**src/rtl/pwm_bank_pkg.sv**
```systemverilog
package pwm_bank_pkg;

  // Word addresses of the register port
  localparam int unsigned A_PSC0   = 0;
  localparam int unsigned A_PSC1   = 1;
  localparam int unsigned A_ENSET  = 2;
  localparam int unsigned A_ENCLR  = 3;
  localparam int unsigned A_ENSTAT = 4;
  localparam int unsigned A_UPD    = 5;
  localparam int unsigned A_BUSY   = 6;
  localparam int unsigned A_LVL    = 7;
  localparam int unsigned A_OE     = 8;
  localparam int unsigned A_WAVE   = 32;

  localparam int unsigned FIN_LSB  = 16;

  typedef enum logic {PH_LOW = 1'b0, PH_HIGH = 1'b1} phase_e;

  // A tick fires when the low `shift` bits of the prescale counter are all ones
  function automatic logic tick_due(input logic [31:0] pre, input logic [4:0] shift);
    logic [31:0] mask;
    mask = (32'd1 << shift) - 32'd1;
    return (pre & mask) == mask;
  endfunction

  // True on the last tick of a phase that lasts `lim` ticks
  function automatic logic phase_done(input logic [31:0] cnt, input logic [31:0] lim);
    return (cnt + 32'd1) >= lim;
  endfunction

endpackage

```
**src/rtl/pwm_regs.sv**
```systemverilog
module pwm_regs
  import pwm_bank_pkg::*;
#(
  parameter int NCH = 16,
  parameter int CW  = 16,
  parameter int PW  = 4,
  parameter int AW  = 6
) (
  input  logic                     clk,
  input  logic                     rst_n,
  input  logic                     bus_wr,
  input  logic [AW-1:0]            bus_addr,
  input  logic [31:0]              bus_wdata,
  output logic [31:0]              bus_rdata,
  input  logic [NCH-1:0]           apply,
  output logic [NCH-1:0]           en,
  output logic [NCH-1:0]           busy,
  output logic [NCH-1:0]           oe,
  output logic [NCH-1:0]           init_lvl,
  output logic [NCH-1:0]           fin_lvl,
  output logic [NCH-1:0][PW-1:0]   psc,
  output logic [NCH-1:0][CW-1:0]   shd_hi,
  output logic [NCH-1:0][CW-1:0]   shd_lo
);
  localparam int PER_WORD = 32 / PW;
  localparam int NWORD    = (NCH + PER_WORD - 1) / PER_WORD;

  logic [NWORD-1:0][31:0] psc_q;
  logic [31:0]            lvl_q;
  logic [NCH-1:0]         set_w, clr_w, upd_w;

  function automatic logic hit(input logic [AW-1:0] a, input int unsigned w);
    return bus_wr && (a == AW'(w));
  endfunction

  assign set_w = hit(bus_addr, A_ENSET) ? bus_wdata[NCH-1:0] : '0;
  assign clr_w = hit(bus_addr, A_ENCLR) ? bus_wdata[NCH-1:0] : '0;
  assign upd_w = hit(bus_addr, A_UPD)   ? bus_wdata[NCH-1:0] : '0;

  always_ff @(posedge clk or negedge rst_n) begin
    if (!rst_n) begin
      en    <= '0;
      busy  <= '0;
      oe    <= '0;
      lvl_q <= '0;
    end else begin
      en   <= (en | set_w) & ~clr_w;
      busy <= (busy & ~apply) | upd_w;
      if (hit(bus_addr, A_OE))  oe    <= bus_wdata[NCH-1:0];
      if (hit(bus_addr, A_LVL)) lvl_q <= bus_wdata;
    end
  end

  assign init_lvl = lvl_q[NCH-1:0];
  assign fin_lvl  = lvl_q[FIN_LSB +: NCH];

  for (genvar w = 0; w < NWORD; w++) begin : g_pword
    always_ff @(posedge clk or negedge rst_n) begin
      if (!rst_n)                            psc_q[w] <= '0;
      else if (hit(bus_addr, A_PSC0 + w))    psc_q[w] <= bus_wdata;
    end
  end

  for (genvar c = 0; c < NCH; c++) begin : g_ch
    assign psc[c] = psc_q[c / PER_WORD][PW*(c % PER_WORD) +: PW];
    always_ff @(posedge clk or negedge rst_n) begin
      if (!rst_n) begin
        shd_hi[c] <= '0;
        shd_lo[c] <= '0;
      end else if (hit(bus_addr, A_WAVE + c)) begin
        shd_hi[c] <= bus_wdata[16 +: CW];
        shd_lo[c] <= bus_wdata[0 +: CW];
      end
    end
  end

  always_comb begin
    bus_rdata = '0;
    if (bus_addr == AW'(A_ENSTAT))   bus_rdata[NCH-1:0] = en;
    else if (bus_addr == AW'(A_BUSY)) bus_rdata[NCH-1:0] = busy;
    else if (bus_addr == AW'(A_OE))   bus_rdata[NCH-1:0] = oe;
    else if (bus_addr == AW'(A_LVL))  bus_rdata = lvl_q;
    for (int w = 0; w < NWORD; w++)
      if (bus_addr == AW'(A_PSC0 + w)) bus_rdata = psc_q[w];
    for (int c = 0; c < NCH; c++)
      if (bus_addr == AW'(A_WAVE + c)) begin
        bus_rdata[16 +: CW] = shd_hi[c];
        bus_rdata[0 +: CW]  = shd_lo[c];
      end
  end

endmodule

```
**src/rtl/pwm_chan.sv**
```systemverilog
module pwm_chan
  import pwm_bank_pkg::*;
#(
  parameter int CW = 16,
  parameter int PW = 4
) (
  input  logic          clk,
  input  logic          rst_n,
  input  logic          en,
  input  logic          busy,
  input  logic [PW-1:0] psc,
  input  logic [CW-1:0] shd_hi,
  input  logic [CW-1:0] shd_lo,
  input  logic          init_lvl,
  input  logic          fin_lvl,
  output logic          out,
  output logic          apply,
  output logic          boundary,
  output logic          hi_zero,
  output logic          lo_zero
);
  localparam int PRE_W = (1 << PW) - 1;

  logic [PRE_W-1:0] pre_q;
  logic [CW-1:0]    act_hi, act_lo, cnt_q, nxt_hi, nxt_lo;
  phase_e           phase_q;
  logic             ran_q, tick, end_hi, end_lo;

  assign tick    = en && tick_due(32'(pre_q), 5'(psc));
  assign end_hi  = tick && phase_q == PH_HIGH && phase_done(32'(cnt_q), 32'(act_hi));
  assign end_lo  = tick && phase_q == PH_LOW  && phase_done(32'(cnt_q), 32'(act_lo));
  assign hi_zero = act_hi == '0;
  assign lo_zero = act_lo == '0;

  // A period ends after the low phase, or after the high phase when no low phase exists
  assign boundary = end_lo || (end_hi && lo_zero);
  assign apply    = busy && (!en || boundary);
  assign nxt_hi   = apply ? shd_hi : act_hi;
  assign nxt_lo   = apply ? shd_lo : act_lo;

  always_ff @(posedge clk or negedge rst_n) begin
    if (!rst_n) begin
      act_hi  <= '0;
      act_lo  <= '0;
      cnt_q   <= '0;
      pre_q   <= '0;
      phase_q <= PH_LOW;
      ran_q   <= 1'b0;
    end else begin
      act_hi <= nxt_hi;
      act_lo <= nxt_lo;
      if (en) ran_q <= 1'b1;
      if (!en) begin
        pre_q   <= '0;
        cnt_q   <= '0;
        phase_q <= (nxt_hi != '0) ? PH_HIGH : PH_LOW;
      end else begin
        pre_q <= pre_q + 1'b1;
        if (boundary) begin
          cnt_q   <= '0;
          phase_q <= (nxt_hi != '0) ? PH_HIGH : PH_LOW;
        end else if (end_hi) begin
          cnt_q   <= '0;
          phase_q <= PH_LOW;
        end else if (tick) begin
          cnt_q <= cnt_q + 1'b1;
        end
      end
    end
  end

  assign out = en ? (phase_q == PH_HIGH) : (ran_q ? fin_lvl : init_lvl);

endmodule

```
**src/rtl/pwm_bank.sv**
```systemverilog
module pwm_bank
  import pwm_bank_pkg::*;
#(
  parameter int NCH = 16,
  parameter int CW  = 16,
  parameter int PW  = 4,
  parameter int AW  = 6
) (
  input  logic           clk,
  input  logic           rst_n,
  input  logic           bus_wr,
  input  logic [AW-1:0]  bus_addr,
  input  logic [31:0]    bus_wdata,
  output logic [31:0]    bus_rdata,
  output logic [NCH-1:0] pwm_out,
  output logic [NCH-1:0] pwm_oe
);
  logic [NCH-1:0]         en_w, busy_w, apply_w, bound_w, hi_zero_w, lo_zero_w;
  logic [NCH-1:0]         init_w, fin_w;
  logic [NCH-1:0][PW-1:0] psc_w;
  logic [NCH-1:0][CW-1:0] shd_hi_w, shd_lo_w;

  pwm_regs #(.NCH(NCH), .CW(CW), .PW(PW), .AW(AW)) u_regs (
    .clk(clk), .rst_n(rst_n), .bus_wr(bus_wr), .bus_addr(bus_addr),
    .bus_wdata(bus_wdata), .bus_rdata(bus_rdata), .apply(apply_w),
    .en(en_w), .busy(busy_w), .oe(pwm_oe), .init_lvl(init_w), .fin_lvl(fin_w),
    .psc(psc_w), .shd_hi(shd_hi_w), .shd_lo(shd_lo_w)
  );

  for (genvar c = 0; c < NCH; c++) begin : g_chan
    pwm_chan #(.CW(CW), .PW(PW)) u_chan (
      .clk(clk), .rst_n(rst_n), .en(en_w[c]), .busy(busy_w[c]), .psc(psc_w[c]),
      .shd_hi(shd_hi_w[c]), .shd_lo(shd_lo_w[c]), .init_lvl(init_w[c]),
      .fin_lvl(fin_w[c]), .out(pwm_out[c]), .apply(apply_w[c]),
      .boundary(bound_w[c]), .hi_zero(hi_zero_w[c]), .lo_zero(lo_zero_w[c])
    );
  end

endmodule

```
**config.mk**
```make
export PLATFORM = sky130hd
export DESIGN_NAME = pwm_bank
export DESIGN_NICKNAME = d
export VERILOG_FILES = /design/src/rtl/pwm_bank_pkg.sv /design/src/rtl/pwm_regs.sv /design/src/rtl/pwm_chan.sv /design/src/rtl/pwm_bank.sv
export SDC_FILE = /design/constraint.sdc
export NUM_CORES = 2
export LEC_CHECK = 0
export BUFFER_PORTS_ARGS = -buffer_cell sky130_fd_sc_hd__buf_2
export CAP_MARGIN = 40
export CORE_UTILIZATION = 55
export CTS_BUF_LIST = sky130_fd_sc_hd__clkbuf_16
export CTS_CLUSTER_DIAMETER = 200
export DETAILED_ROUTE_END_ITERATION = 12
export PLACE_DENSITY = 0.71
export RECOVER_POWER = 50
export SYNTH_ARGS = -nofsm -noshare
export SYNTH_HDL_FRONTEND = slang
export SYNTH_HIERARCHICAL = 1
export SYNTH_SLANG_ARGS = --single-unit
```
**constraint.sdc**
```tcl
create_clock -name clk -period 9.8 [get_ports clk]
set_clock_uncertainty 0.15 [all_clocks]
set_input_delay 1.47 -clock clk [delete_from_list [all_inputs] [get_ports clk]]
set_output_delay 1.47 -clock clk [all_outputs]
set_load 0.05 [all_outputs]
```
## Word level (Yosys, flattened, before mapping)

Cells that the tools add are included.

- Bits in registers: 1696
- Output and inout bits: 64

- Add/sub/neg operators: 64
- $lt $le $gt $ge: 32
- Equality and inequality tests: 72
- Shift-type cells: 16
- Muxes and demuxes: 220
- Bitwise operators: 38
- Reduce and logical (&&, ||, !) cells: 216

Operators with widths:

| cell | number |
|---|---|
| 16-bit two-way mux | 89 |
| 32-bit by 16-bit greater-or-equal comparator with 1-bit output | 32 |
| 32-bit two-way mux | 19 |
| 15-bit by 32-bit bitwise AND with 32-bit output | 16 |
| 32-bit == test | 16 |
| 1-bit by 4-bit << shifter with 32-bit output, first input constant | 16 |
| 32-bit by 1-bit subtractor with 32-bit output, second input constant | 16 |
| 16-bit by 1-bit adder with 17-bit output, second input constant | 16 |
| 16-bit by 1-bit adder with 16-bit output, second input constant | 16 |
| 16-bit logical NOT | 16 |
| 16-bit nonzero test | 16 |
| 15-bit by 1-bit adder with 15-bit output, second input constant | 16 |
| 15-bit two-way mux | 16 |
| 1-bit logical AND | 135 |
| 6-bit == test, second input constant | 16 |
| 1-bit two-way mux | 96 |
| 4-bit by 1-bit inequality test with 1-bit output, second input constant | 16 |
| 3-bit by 1-bit inequality test with 1-bit output, second input constant | 16 |
| 16-bit bitwise AND | 2 |
| 1-bit logical OR | 32 |
| 16-bit NOT | 2 |
| 16-bit bitwise OR | 2 |
| 6-bit by 3-bit == test with 1-bit output, second input constant | 4 |
| 1-bit logical NOT | 16 |
| 5 further kinds | 21 |

## Logic depth before layout (Yosys ltp)

- Word-level depth: 23
- Mapped depth: 20
- Mapped depth without buffers: 17

## Hierarchy

Netlist, hierarchy kept.

By module, submodules not included:

| module | times used | cells each | area each (µm²) | seq. area each (µm²) |
|---|---|---|---|---|
| pwm_chan (g_chan[11].u_chan ...) | 12 | 426 | 4285.4 | 1626.6 |
| pwm_regs | 1 | 2484 | 30450.5 | 16415.7 |
| pwm_chan (g_chan[10].u_chan ...) | 2 | 607 | 5211.2 | 1626.6 |
| pwm_chan (g_chan[0].u_chan) | 1 | 607 | 5213.8 | 1626.6 |
| pwm_chan (g_chan[9].u_chan) | 1 | 405 | 4127.7 | 1626.6 |

## Least setup slack after synthesis

OpenSTA, ideal clock, no wires.

- Path kind: input port to output port
- From: input port bus_addr[2]
- To: output port bus_rdata[8]
- Arrival: 4.390 ns
- Required time: 8.180 ns
- Slack: 3.790 ns
- Cell stages on the path: 9
- Cell sequence: buf_4 > or4b_1 > buf_4 > nor2_8 > buf_6 > a22oi_1 > a31oi_1 > nor3_1 > o41ai_1

- Word-level cells in the longest chain between the ends: 23
- Elaborated cells between the ends (all ways): 44

RTL lines:

| what | RTL line | RTL |
|---|---|---|
| from (decl) | pwm_bank.sv:12 | `input logic [AW-1:0] bus_addr,` |
| 6-bit by 3-bit == test with 1-bit output | pwm_regs.sv:82 | `else if (bus_addr == AW'(A_LVL)) bus_rdata = lvl_q;` |
| 32-bit two-way mux | pwm_regs.sv:82 |  |
| 16-bit two-way mux | pwm_regs.sv:81 | `else if (bus_addr == AW'(A_OE)) bus_rdata[NCH-1:0] = oe;` |
| 16-bit two-way mux | pwm_regs.sv:80 | `else if (bus_addr == AW'(A_BUSY)) bus_rdata[NCH-1:0] = busy;` |
| 16-bit two-way mux | pwm_regs.sv:79 | `if (bus_addr == AW'(A_ENSTAT)) bus_rdata[NCH-1:0] = en;` |
| 32-bit two-way mux (2 in series) | pwm_regs.sv:84 | `if (bus_addr == AW'(A_PSC0 + w)) bus_rdata = psc_q[w];` |
| 32-bit two-way mux (15 in series) | pwm_regs.sv:86 | `if (bus_addr == AW'(A_WAVE + c)) begin` |
| 32-bit two-way mux (*) | pwm_regs.sv:86 |  |
| to (decl) | pwm_bank.sv:14 | `output logic [31:0] bus_rdata,` |

Mark *: on every way between the ends. The rest lies on a longest branch, timed or not.

## Final worst setup path

- From: input port bus_addr[1]
- To: output port bus_rdata[4]

Same word-level chain as after synthesis.

==> flow_metrics.py <==
metrics = {
    "critical_path": {
        "cp-end-kind": "output pin",
        "worstReg2RegEnd": "g_chan[10].u_chan/cnt_q[9]",
        "r2r-start": "u_regs/en[10]",
        "crit_required_ns": 8.18,
        "cpLargestDelayFamily": "buffers and inverters",
        "cpMaxStageDelayCell": "and2_1",
        "cp_max_fo": 36,
        "crit_arrival_ns": 5.46,
        "critPathBufInv": 4,
        "crit_path_start_kind": "input port",
        "path_cells": "buf_4, buf_4, and2_1, buf_4, o32ai_1, o2bb2ai_1, a31oi_1, nor3_1, o21ai_0, buf_2",
        "path_class": "in -> out",
        "ff2ff_setup_slack_ns": 4.28,
        "path_common_cell": "buf_4",
        "critPathMaxStageDelay_ns": 0.68,
        "ff2ff_path_depth": 8,
    },
    "sta": {
        "grt_setup_unrepaired": "no",
        "setup_viol": 0,
        "final_hold_viol_count": 0,
        "slew_headroom": -2.71,
        "period_minus_slack_ns": 7.08,
        "fmax_ghz": 0.141,
        "tns_ns": 0,
        "finalHoldWorstSlack_ns": 0.299,
        "worst_slew_pin_slew_ns": 5.57,
        "slew_viol_final": 914,
        "period_share": 0.723,
    },
    "clocking": {
        "clk_latency_ns": 0.87,
        "cts-resized-gates": 0,
        "numCtsBuffers": 182,
        "clk_path_buf_depth": 3,
        "post_cts_buffers": 0,
        "clkTransAtPathRegs_ns": 0.06,
        "cts_root_buf": "clkbuf_16",
        "cts.sink_count": 1696,
        "cts_tree": "yes",
        "cts-htree-levels": 4,
        "cts_hold_buffers": 0,
    },
    "yosys": {
        "synth_cells": 9818,
        "syn-cell-area_sq_um": 102000,
        "syn_nets": 10400,
        "syn_avg_cell_area_sq_um": 10.3,
        "yosysWarnings": 6,
    },
    "global_route": {
        "overflow": 0,
        "grt_max_degree": 184,
        "grt_pass1_vias": 79500,
        "antenna_found_initial": 41,
        "grt_pass1_wl_mm": 545,
        "grt.total_usage": 0.396,
    },
    "routing": {
        "viasPerCell": 6.68,
        "drtAntennaViolNets": 0,
        "dr.pass1.iters": 6,
        "drc": 0,
        "drtIter0Drc": 8932,
        "dr_total_vias": 82600,
        "wl_mm": 374,
        "wl_per_cell_um": 30.2,
    },
    "placement": {
        "dpl.hpwl_mm": 279,
        "numPortBuffers": 104,
        "dp.cells": 12000,
        "gp_congestion": 1.07,
    },
    "cells_and_area": {
        "final_cells": 12400,
        "final_nets": 10300,
        "drive_gt1_frac": 0.186,
        "area_delta_synth_final_pct": 8.82,
    },
    "floorplanning": {
        "io_pins": 105,
        "die_y_um": 432,
        "dieArea_sq_um": 186000,
        "start_util": 0.554,
        "fp.dieW_um": 432,
        "rows": 157,
        "core_sq_um": 183000,
    },
    "power_and_ir_drop": {
        "p_leak_uw": 0.0521,
        "ir_worst_vdd_v": 0.000175,
        "power.density_nw_per_um2": 226,
    },
    "flow_run": {
        "drv_cap": 12,
    },
    "status": {
        "status": "finished with violations",
        "violations": "capacitance limit, slew limit",
    },
    "hold_path": {
        "min_path_type": "in -> async",
    },
}
## worst max path at each step
stage	start	end	slack [ns]	cells after the start
finish	bus_addr[1]	bus_rdata[4]	2.72	10
global route	rst_n	u_regs/shd_hi[24]	1.52	3
CTS	bus_addr[1]	bus_rdata[4]	2.87	10
detailed placement	bus_addr[1]	bus_rdata[4]	2.88	10
global placement	bus_addr[1]	bus_rdata[17]	2.71	7
floorplan	bus_addr[2]	bus_rdata[8]	3.79	9
## metal layers
layer | global-route usage | part of all wire | up-vias
met5 | 0 | 0.00039 | -
met4 | 0.219 | 0.065 | 22
met3 | 0.0791 | 0.090 | 959
met2 | 0.579 | 0.43 | 4014
met1 | 0.550 | 0.42 | 41900
li1 | - | - | 35700
## state kept, by name, summed over array words and instances, names as in the netlist
signal,flops
u_regs/lvl_q,32
g_chan.u_chan/cnt_q,256
g_chan.u_chan/act_lo,256
g_chan.u_chan/pre_q,240
g_chan.u_chan/phase_q,16
u_regs/busy,16
u_regs/en,16
u_regs/shd_lo,256
g_chan.u_chan/act_hi,256
u_regs/oe,16
u_regs/shd_hi,256
u_regs/psc,64
g_chan.u_chan/ran_q,16
## per-stage QoR
step / setup WS [ns] / area (sq um) / utilization / total power (uW)
floorplan: 3.79 / 102000 / - / 14800
global placement: 2.71 / 103000 / 0.562 / 17000
detailed placement: 2.88 / 104000 / 0.569 / 17400
CTS: 2.87 / 111000 / 0.604 / 24800
global route: 1.52 / 111000 / 0.603 / 26000
finish: 2.72 / 111000 / 0.603 / 24900
## cells in the final DEF (no fill, tap or decap), types with 78 or more instances in the layout
| cell type | instances |
|---|---|
| nor4_1 | 219 |
| inv_1 | 731 |
| xnor2_1 | 222 |
| o21ai_0 | 536 |
| a32o_1 | 78 |
| xor2_1 | 184 |
| nor2_1 | 515 |
| dfrtp_1 | 1691 |
| mux2_2 | 668 |
| a21oi_1 | 321 |
| buf_2 | 104 |
| nor3_1 | 132 |
| ha_1 | 576 |
| a22o_1 | 114 |
| buf_4 | 89 |
| a31oi_1 | 134 |
| nand3_1 | 270 |
| a211oi_1 | 103 |
| and3_1 | 120 |
| mux2_4 | 348 |
| nand2_1 | 620 |
| clkbuf_16 | 184 |
| o211ai_2 | 86 |
| nand4_1 | 258 |
| a21o_1 | 111 |
## report_power, final
| part | total [uW] | internal (uW) | switching, uW | leakage [uW] |
|---|---|---|---|---|
| sequential | 10600 | 8360 | 2250 | 0.0225 |
| combinational | 6990 | 3350 | 3640 | 0.0264 |
| clock | 7340 | 4220 | 3120 | 0.00318 |
| total | 24900 | 15900 | 9010 | 0.0521 |
## final cells by class
cell class                 count  area [sq um]
timing repair buffer         275          2540
clock buffer                 184          4600
multi-input combinational   6852         53500
tap                         2464          3080
clock inverter               156          1740
fill                       15100         72700
antenna                       29          72.6
sequential                  1696         42400
inverter                     702          2640
No activity file was read; power rests on OpenSTA's default activity.
